**config.mk**
```make
export PLATFORM = sky130hd
export DESIGN_NAME = usplit_iso_sched
export DESIGN_NICKNAME = d
export VERILOG_FILES = /design/src/rtl/usplit_pkg.sv /design/src/rtl/usplit_mask_split.sv /design/src/rtl/usplit_decide.sv /design/src/rtl/usplit_iso_sched.sv
export SDC_FILE = /design/constraint.sdc
export NUM_CORES = 1
export LEC_CHECK = 0
export BUFFER_PORTS_ARGS = -buffer_cell sky130_fd_sc_hd__buf_2
export CAP_MARGIN = 20
export CORE_MARGIN = 2
export CORE_UTILIZATION = 41
export DETAILED_ROUTE_END_ITERATION = 10
export PLACE_DENSITY = 0.78
export SLEW_MARGIN = 10
export SYNTH_ARGS = -nofsm -noshare
export SYNTH_HDL_FRONTEND = slang
export SYNTH_SLANG_ARGS = --single-unit
export TNS_END_PERCENT = 5
```
**constraint.sdc**
```tcl
create_clock -name clk -period 2.9 [get_ports clk]
set_clock_uncertainty 0.1 [all_clocks]
set_input_delay 0.58 -clock clk [delete_from_list [all_inputs] [get_ports clk]]
set_output_delay 0.58 -clock clk [all_outputs]
set_load 0.005 [all_outputs]
```
**src/rtl/usplit_pkg.sv**
```systemverilog
package usplit_pkg;
   typedef enum logic {
      SPLIT_START    = 1'b0,
      SPLIT_COMPLETE = 1'b1
   } split_kind_e;

   localparam logic ST_DO_START    = 1'b0;
   localparam logic ST_DO_COMPLETE = 1'b1;
endpackage

```
**src/rtl/usplit_mask_split.sv**
```systemverilog
module usplit_mask_split #(
   parameter int NUF = 8
) (
   input  logic [NUF-1:0] smask,
   input  logic [NUF-1:0] cmask,
   output logic [NUF-1:0] wrap_m,
   output logic [NUF-1:0] norm_m,
   output logic           shared_low
);
   logic [NUF-1:0] at_or_below;
   logic           has_start;

   // at_or_below[i] is set when no start bit sits below position i
   for (genvar i = 0; i < NUF; i++) begin : g_thermo
      if (i == 0) begin : g_first
         assign at_or_below[i] = 1'b1;
      end else begin : g_rest
         assign at_or_below[i] = ~|smask[i-1:0];
      end
   end

   assign has_start  = |smask;
   assign wrap_m     = has_start ? (cmask & at_or_below) : '0;
   assign norm_m     = cmask & ~wrap_m;
   assign shared_low = |(smask & cmask & at_or_below);
endmodule

```
**src/rtl/usplit_decide.sv**
```systemverilog
module usplit_decide
   import usplit_pkg::*;
#(
   parameter int NUF       = 8,
   parameter int UF_W      = 3,
   parameter int MPS_W     = 11,
   parameter int LARGE_MPS = 579
) (
   input  logic [NUF-1:0]   smask,
   input  logic [NUF-1:0]   cmask,
   input  logic [NUF-1:0]   wrap_m,
   input  logic [NUF-1:0]   norm_m,
   input  logic             shared_low,
   input  logic             state_in,
   input  logic             dir_in,
   input  logic [MPS_W-1:0] mps,
   input  logic             bp_valid,
   input  logic             eod,
   input  logic [UF_W-1:0]  uf,
   input  logic             served_same,
   output logic             issue,
   output split_kind_e      kind,
   output logic             use_bp,
   output logic             state_out,
   output logic             err,
   output logic             bp_hit
);
   logic [NUF-1:0] wrap_sh;
   logic [NUF-1:0] cmask_sh;
   logic           last_wrap;
   logic           last_cm;
   logic           small_pkt;

   assign wrap_sh   = wrap_m >> uf;
   assign cmask_sh  = cmask >> uf;
   assign last_wrap = (wrap_sh == NUF'(1));
   assign last_cm   = (cmask_sh == NUF'(1));
   assign small_pkt = (mps <= MPS_W'(LARGE_MPS));
   assign bp_hit    = wrap_m[uf] & bp_valid & ~served_same;

   always_comb begin
      issue     = 1'b0;
      kind      = SPLIT_START;
      use_bp    = 1'b0;
      state_out = state_in;
      if (bp_hit) begin
         issue     = 1'b1;
         kind      = SPLIT_COMPLETE;
         use_bp    = 1'b1;
         state_out = (last_wrap | eod) ? ST_DO_START : ST_DO_COMPLETE;
      end else if (state_in == ST_DO_START && smask[uf]) begin
         issue     = 1'b1;
         kind      = SPLIT_START;
         state_out = ST_DO_COMPLETE;
      end else if (state_in == ST_DO_COMPLETE && norm_m[uf]) begin
         issue     = 1'b1;
         kind      = SPLIT_COMPLETE;
         state_out = (((wrap_m == '0) & last_cm) | eod) ? ST_DO_START : ST_DO_COMPLETE;
      end
   end

   assign err = (~dir_in & (|wrap_m)) | (dir_in & shared_low & small_pkt);
endmodule

```
**src/rtl/usplit_iso_sched.sv**
```systemverilog
module usplit_iso_sched
   import usplit_pkg::*;
#(
   parameter int UF_W      = 3,
   parameter int MPS_W     = 11,
   parameter int LARGE_MPS = 579,
   localparam int NUF      = 1 << UF_W
) (
   input  logic             clk,
   input  logic             rst,
   input  logic             eval_i,
   input  logic [NUF-1:0]   smask_i,
   input  logic [NUF-1:0]   cmask_i,
   input  logic             state_i,
   input  logic             dir_in_i,
   input  logic [MPS_W-1:0] mps_i,
   input  logic             bp_valid_i,
   input  logic             eod_i,
   input  logic [UF_W-1:0]  uframe_i,
   output logic             issue_o,
   output logic             kind_o,
   output logic             use_bp_o,
   output logic             state_o,
   output logic             err_o
);
   if (UF_W < 1 || UF_W > 4) begin : g_bad_uf
      $error("usplit_iso_sched: UF_W out of range");
   end
   if (LARGE_MPS >= (1 << MPS_W)) begin : g_bad_mps
      $error("usplit_iso_sched: LARGE_MPS does not fit MPS_W");
   end

   logic [NUF-1:0]  wrap_m;
   logic [NUF-1:0]  norm_m;
   logic            shared_low;
   logic            d_issue;
   split_kind_e     d_kind;
   logic            d_use_bp;
   logic            d_state;
   logic            d_err;
   logic            d_bp_hit;
   logic            served_q;
   logic [UF_W-1:0] served_uf_q;
   logic            served_same;

   assign served_same = served_q & (served_uf_q == uframe_i);

   usplit_mask_split #(.NUF(NUF)) u_split (
      .smask      (smask_i),
      .cmask      (cmask_i),
      .wrap_m     (wrap_m),
      .norm_m     (norm_m),
      .shared_low (shared_low)
   );

   usplit_decide #(
      .NUF(NUF), .UF_W(UF_W), .MPS_W(MPS_W), .LARGE_MPS(LARGE_MPS)
   ) u_decide (
      .smask       (smask_i),
      .cmask       (cmask_i),
      .wrap_m      (wrap_m),
      .norm_m      (norm_m),
      .shared_low  (shared_low),
      .state_in    (state_i),
      .dir_in      (dir_in_i),
      .mps         (mps_i),
      .bp_valid    (bp_valid_i),
      .eod         (eod_i),
      .uf          (uframe_i),
      .served_same (served_same),
      .issue       (d_issue),
      .kind        (d_kind),
      .use_bp      (d_use_bp),
      .state_out   (d_state),
      .err         (d_err),
      .bp_hit      (d_bp_hit)
   );

   always_ff @(posedge clk) begin
      if (rst) begin
         issue_o     <= 1'b0;
         kind_o      <= 1'b0;
         use_bp_o    <= 1'b0;
         state_o     <= ST_DO_START;
         err_o       <= 1'b0;
         served_q    <= 1'b0;
         served_uf_q <= '0;
      end else if (eval_i) begin
         issue_o     <= d_issue;
         kind_o      <= d_kind;
         use_bp_o    <= d_use_bp;
         state_o     <= d_state;
         err_o       <= d_err;
         served_q    <= d_bp_hit;
         served_uf_q <= uframe_i;
      end else begin
         issue_o <= 1'b0;
         err_o   <= 1'b0;
      end
   end
endmodule

```
# [Yosys cells after proc, flatten, opt, wreduce, memory -nomap -nowiden]
# Index checks and enable logic that the tools add are counted.
[totals] regBits=9 in_bits=37 wordCells=71 output_inout_bits=5
[classes] n_lt_le_gt_ge=2 n_shift=2 eq_ne=3 reduce_logical=20 n_mux=18 bitwise_logic=19
[op_table] op="$and A8 B8 Y8" n=4
[op_table] op="$reduce_or A8 Y1" n=3
[op_table] op="$eq A8 B1 Y1 const B" n=2
[op_table] op="$shr A8 B3 Y8" n=2
[op_table] op="$mux W1" n=14
[op_table] op="$le A11 B10 Y1 const B" n=1
[op_table] op="$bmux W1 S3" n=3
[op_table] op="$logic_not A8 Y1" n=1
[op_table] op="$mux W8" n=1
[op_table] op="$not A8 Y8" n=1
[op_table] op="$and A1 B1 Y1" n=7
[op_table] op="$logic_not A1 Y1" n=7
[op_table] op="$reduce_or A7 Y1" n=1
[op_table] op="$reduce_or A6 Y1" n=1
[op_table] op="$reduce_or A5 Y1" n=1
[op_table] op="$lt A3 B4 Y1 const B" n=1
[op_table] op="$not A1 Y1" n=4
[op_table] op="$reduce_or A2 Y1" n=2
[op_table] op="$reduce_or A4 Y1" n=1
[op_table] op="$eq A3 B3 Y1" n=1
[op_table] op="$or A1 B1 Y1" n=3
[op_table] op="$reduce_or A3 Y1" n=1
[op_table] op="$logic_and A1 B1 Y1" n=2

# [Logic depth before layout (Yosys ltp)]
[logic_depth] ltp_word=12 ltp_mapped=8 ltp_nobuf=6

# [Cells and area by module]
# Synthesis repeated with hierarchy kept, for this count alone.
[unflattened] hier_cells=145 hier_area_um2=1207.4
[modules_own_cells] module="usplit_decide" instances=1 cells_per_inst=75 area_each_um2=581.8
[modules_own_cells] module="usplit_iso_sched" instances=1 cells_per_inst=31 area_each_um2=347.8
[modules_own_cells] module="usplit_mask_split" instances=1 cells_per_inst=39 area_each_um2=277.8

# [Worst setup path after synthesis]
# OpenSTA, ideal clock, no wires.
[synth_path] path_kind="input to register" from="input smask_i[5]" to="register kind_o" path_buffers=0 stages=6 required_ps=2712 setup_time_ps=88 arrival_time_ps=2082 setup_slack_ps=629 path_cell_list="or4_4 a211oi_2 a311oi_1 o32a_1 nand2b_4 a311oi_2"
[synth_via] elab_chain_cells=12 word_cells_on_any_way=22
[synth_rtl] item="from (decl)" line_no="usplit_iso_sched.sv:12" source="input logic [NUF-1:0] smask_i,"
[synth_rtl] item="$reduce_or A7 Y1 / $reduce_or A6 Y1 (equally long branches)" line_no="usplit_mask_split.sv:18" source="assign at_or_below[i] = ~|smask[i-1:0];"
[synth_rtl] item="$logic_not A1 Y1" line_no="usplit_mask_split.sv:18"
[synth_rtl] item="$and A8 B8 Y8" line_no="usplit_mask_split.sv:23" source="assign wrap_m = has_start ? (cmask & at_or_below) : '0;"
[synth_rtl] item="$mux W8" line_no="usplit_mask_split.sv:23"
[synth_rtl] item="$not A8 Y8" line_no="usplit_mask_split.sv:24" source="assign norm_m = cmask & ~wrap_m;"
[synth_rtl] item="$and A8 B8 Y8" line_no="usplit_mask_split.sv:24"
[synth_rtl] item="$bmux W1 S3" line_no="usplit_decide.sv:55" source="end else if (state_in == ST_DO_COMPLETE && norm_m[uf]) begin"
[synth_rtl] item="$mux W1 (implied by the code)" line_no="usplit_decide.sv:55"
[synth_rtl] item="$logic_and A1 B1 Y1" line_no="usplit_decide.sv:55"
[synth_rtl] item="$mux W1" line_no="usplit_decide.sv:55"
[synth_rtl] item="$mux W1" line_no="usplit_decide.sv:51" source="end else if (state_in == ST_DO_START && smask[uf]) begin"
[synth_rtl] item="$mux W1 (*)" line_no="usplit_decide.sv:46" source="if (bp_hit) begin"
[synth_rtl] item="to (signal assigned)" line_no="usplit_iso_sched.sv:90" source="kind_o <= d_kind;"
[synth_rtl] item="to (decl)" line_no="usplit_iso_sched.sv:21" source="output logic kind_o,"
# Mark *: on every way between the ends. The rest lies on a longest branch, timed or not. The select of a mux whose other input is x is not followed.
# A chain may end at the register's enable or synchronous reset.

# [Worst setup path in the final report]
# Same ends and word-level chain as after synthesis.

==> out/qor.txt <==
GRT Overall Usage: 0.211
Slew @ Worst Pin: 0.324 ns
synthesized area: 0.00109 mm²
Area contributors post-synth: dfxtp_1 15%, nor2_1 7.3%, a21oi_1 5.1%
Period minus WS final: 2.27 ns
CP max FO: 5
Final setup viols: 0
# hold bufs at CTS: 0
H-tree Lvls: 1
# diodes: 0
clock slew at reported path FFs: 0.05 ns
CTS resizes: 0
vias in the first global route: 1,234
Top delay family on crit path: compound AO/OA/AOI/OAI gates
post-route setup slack: 0.629 ns
max cap viols: 0
cell with the most instances after synthesis: nor2_1
Hold EP: kind_o
Max Root-Sink Buffers: 2
Met2 Wirelength: 1510 µm
Final Wtd Congestion: 0.912
drt first pass iters: 4
hold_sp: kind_o
final critical-path share of the clock period: 0.783
core area: 0.00250 mm²
Syn Nets: 182
Clk Latency, worst-skew pair: 0.25 ns
Syn Area/Cell: 7.49 µm²
Net Sw Frac: 0.345
sequential fraction of the synthesis area: 0.147
Worst setup EP type: flop
Rows: 18
setup slack at placement: 0.378 ns
Worst R2R End: state_o
post-synthesis instance total: 145
First DRT Iteration DRCs: 49
largest area contributor in the netlist: dfxtp_1
Max IR drop VDD: 0.000331 V
WP data required: 2.96 ns
post-layout util: 0.523
switching power: 0.122 mW
routed vias: 1,317
Vert. Die Dim: 55.5 µm
Area growth syn-to-layout: 20.3%
Total Power: 0.352 mW
Hold Crit Depth: 2
ys async rst share: 0
Crit path largest cell delay: 0.58 ns
antenna violations before repair: 0
synth cell count leaders: 21 x nor2_1, 13 x nand2_1, 11 x a21oi_1, 11 x o21ai_0, 8 x dfxtp_1
Clock power frac: 0.240
pwr dens: 270 mW/mm²
Remaining Overflow, GRT: 0
EDFF count, synth: 0
reg-to-reg startpoint: served_uf_q[0]
CTS tree: built
fraction of layout instances using a drive strength above 1: 0.337
NumNets Final: 223
R2R Setup Slk: 1.24 ns
Final ANT Viol Nets: 0
largest net degree at the start of global routing: 17
Post CTS Setup Buffer Count: 0
WL met1: 1370 µm
post-synth top area share: 0.147
Yosys warnings: 0
setup TNS: 0 ns
HPWL after DPL: 2510 µm
Finished Cell Area: 0.00131 mm²
final slew viol count: 0
Comb pwr share: 0.420
crit start category: primary input
DR WL/cell: 14.9 µm
Fmax achieved: 0.440 GHz
cell count of the worst reg-to-reg path: 7
P_leak: 0.544 nW
sequential power share: 0.340
Worst Hold Class: reg2reg
CP cell instances: buf_2 -> or4_4 -> a211oi_2 -> a311oi_1 -> o32a_1 -> nand2b_4 -> a311oi_2
Final Hold Fails: 0
Buf+Inv Stages, Crit Path: 1
CP Class: in2reg
CTS sink count: 8
DR DRC count: 0
crit path DAT: 2.33 ns
# port buffers: 39
Worst slew margin: 0.781
Top Layer Used: met4
WL met3: 275 µm
WL final: 3190 µm
run status: completed
first-pass GRT wire length: 5420 µm
CTS Root Cell: clkbuf_4
drt via density: 6.15
Placed Area: 0.00128 mm²
RSZ-0062 raised after global routing: false
Power Internal: 0.231 mW
die width: 55.5 µm
top_reg_cell synth: dfxtp_1
Num CTS Buffers: 3
I/O Pins: 42
Cell variety after synth: 51
Initial Utilization: 0.434
crit path max-delay cell type: or4_4
Die Area: 0.00308 mm²
Yosys reg bits: 8
flip-flops by register name, indices dropped and copies added, names as in the netlist:
register / count
err_o: 1
issue_o: 1
kind_o: 1
served_uf_q: 3
state_o: 1
use_bp_o: 1
tightest hold or removal path, stage by stage, from the launching register on:
cell	delay (ns)
dfxtp_1	0.31
nor2_1	0.11
a311oi_2	0.06
cell usage in the layout, fill, tap and decap left out, types with 2 or more instances in the layout:
cell / count
clkbuf_4: 3
a311oi_1: 2
dfxtp_1: 8
a31oi_1: 3
o21ai_0: 11
o221ai_1: 2
mux2i_1: 5
or4_4: 2
buf_4: 4
nor2_1: 21
and2b_2: 2
buf_2: 39
nand2b_1: 4
nand3_1: 2
o211ai_1: 4
inv_1: 4
a211oi_1: 2
a21oi_1: 11
o41ai_1: 2
xor2_1: 3
a211o_1: 2
nand3b_1: 3
mux2_2: 3
nor2b_1: 4
nand2_1: 13
worst max-delay path by stage:
stage / from / to / depth (start not counted)
3_3_place_gp: smask_i[5] / kind_o / 7
2_1_floorplan: smask_i[5] / kind_o / 6
4_1_cts: smask_i[5] / kind_o / 7
6_report: smask_i[5] / kind_o / 7
5_1_grt: smask_i[4] / kind_o / 7
3_5_place_dp: smask_i[5] / kind_o / 7
power by group through the flow:
stage	clock, mW	sequential [mW]	combinational, mW
after floorplan	0	0.122	0.0897
after global placement	0	0.121	0.141
after detailed placement	0	0.122	0.146
after CTS	0.0872	0.120	0.147
after global routing	0.0909	0.120	0.164
final	0.0846	0.120	0.148
area by class of cell:
class / instances / area (µm²)
fill: 255 / 1190
multi-input combinational: 126 / 846
timing repair buffer: 43 / 225
sequential: 8 / 160
tap: 30 / 37.5
clock buffer: 3 / 22.5
inverter: 4 / 15.0
per-layer routing:
layer	vias up	global-route usage
li1	631	-
met1	605	0.294
met2	77	0.337
met3	4	0.0328
met4	0	0.0557
met5	-	0
per-stage QoR:
stage                     std cells  hold slack [ns]
after floorplan                 145            0.381
after global placement          211            0.395
after detailed placement        211            0.420
after CTS                       214            0.427
after global routing            214            0.458
final                           214            0.422
kinds of logic after synthesis:
logic type	synth area share
multiplexers	0.0979
buffers and inverters	0.0737
XOR/XNOR	0.0242
AND/OR/NAND/NOR	0.310
AO/OA/AOI/OAI	0.347
flip-flops	0.147
Power figures use the tool's default switching activity.
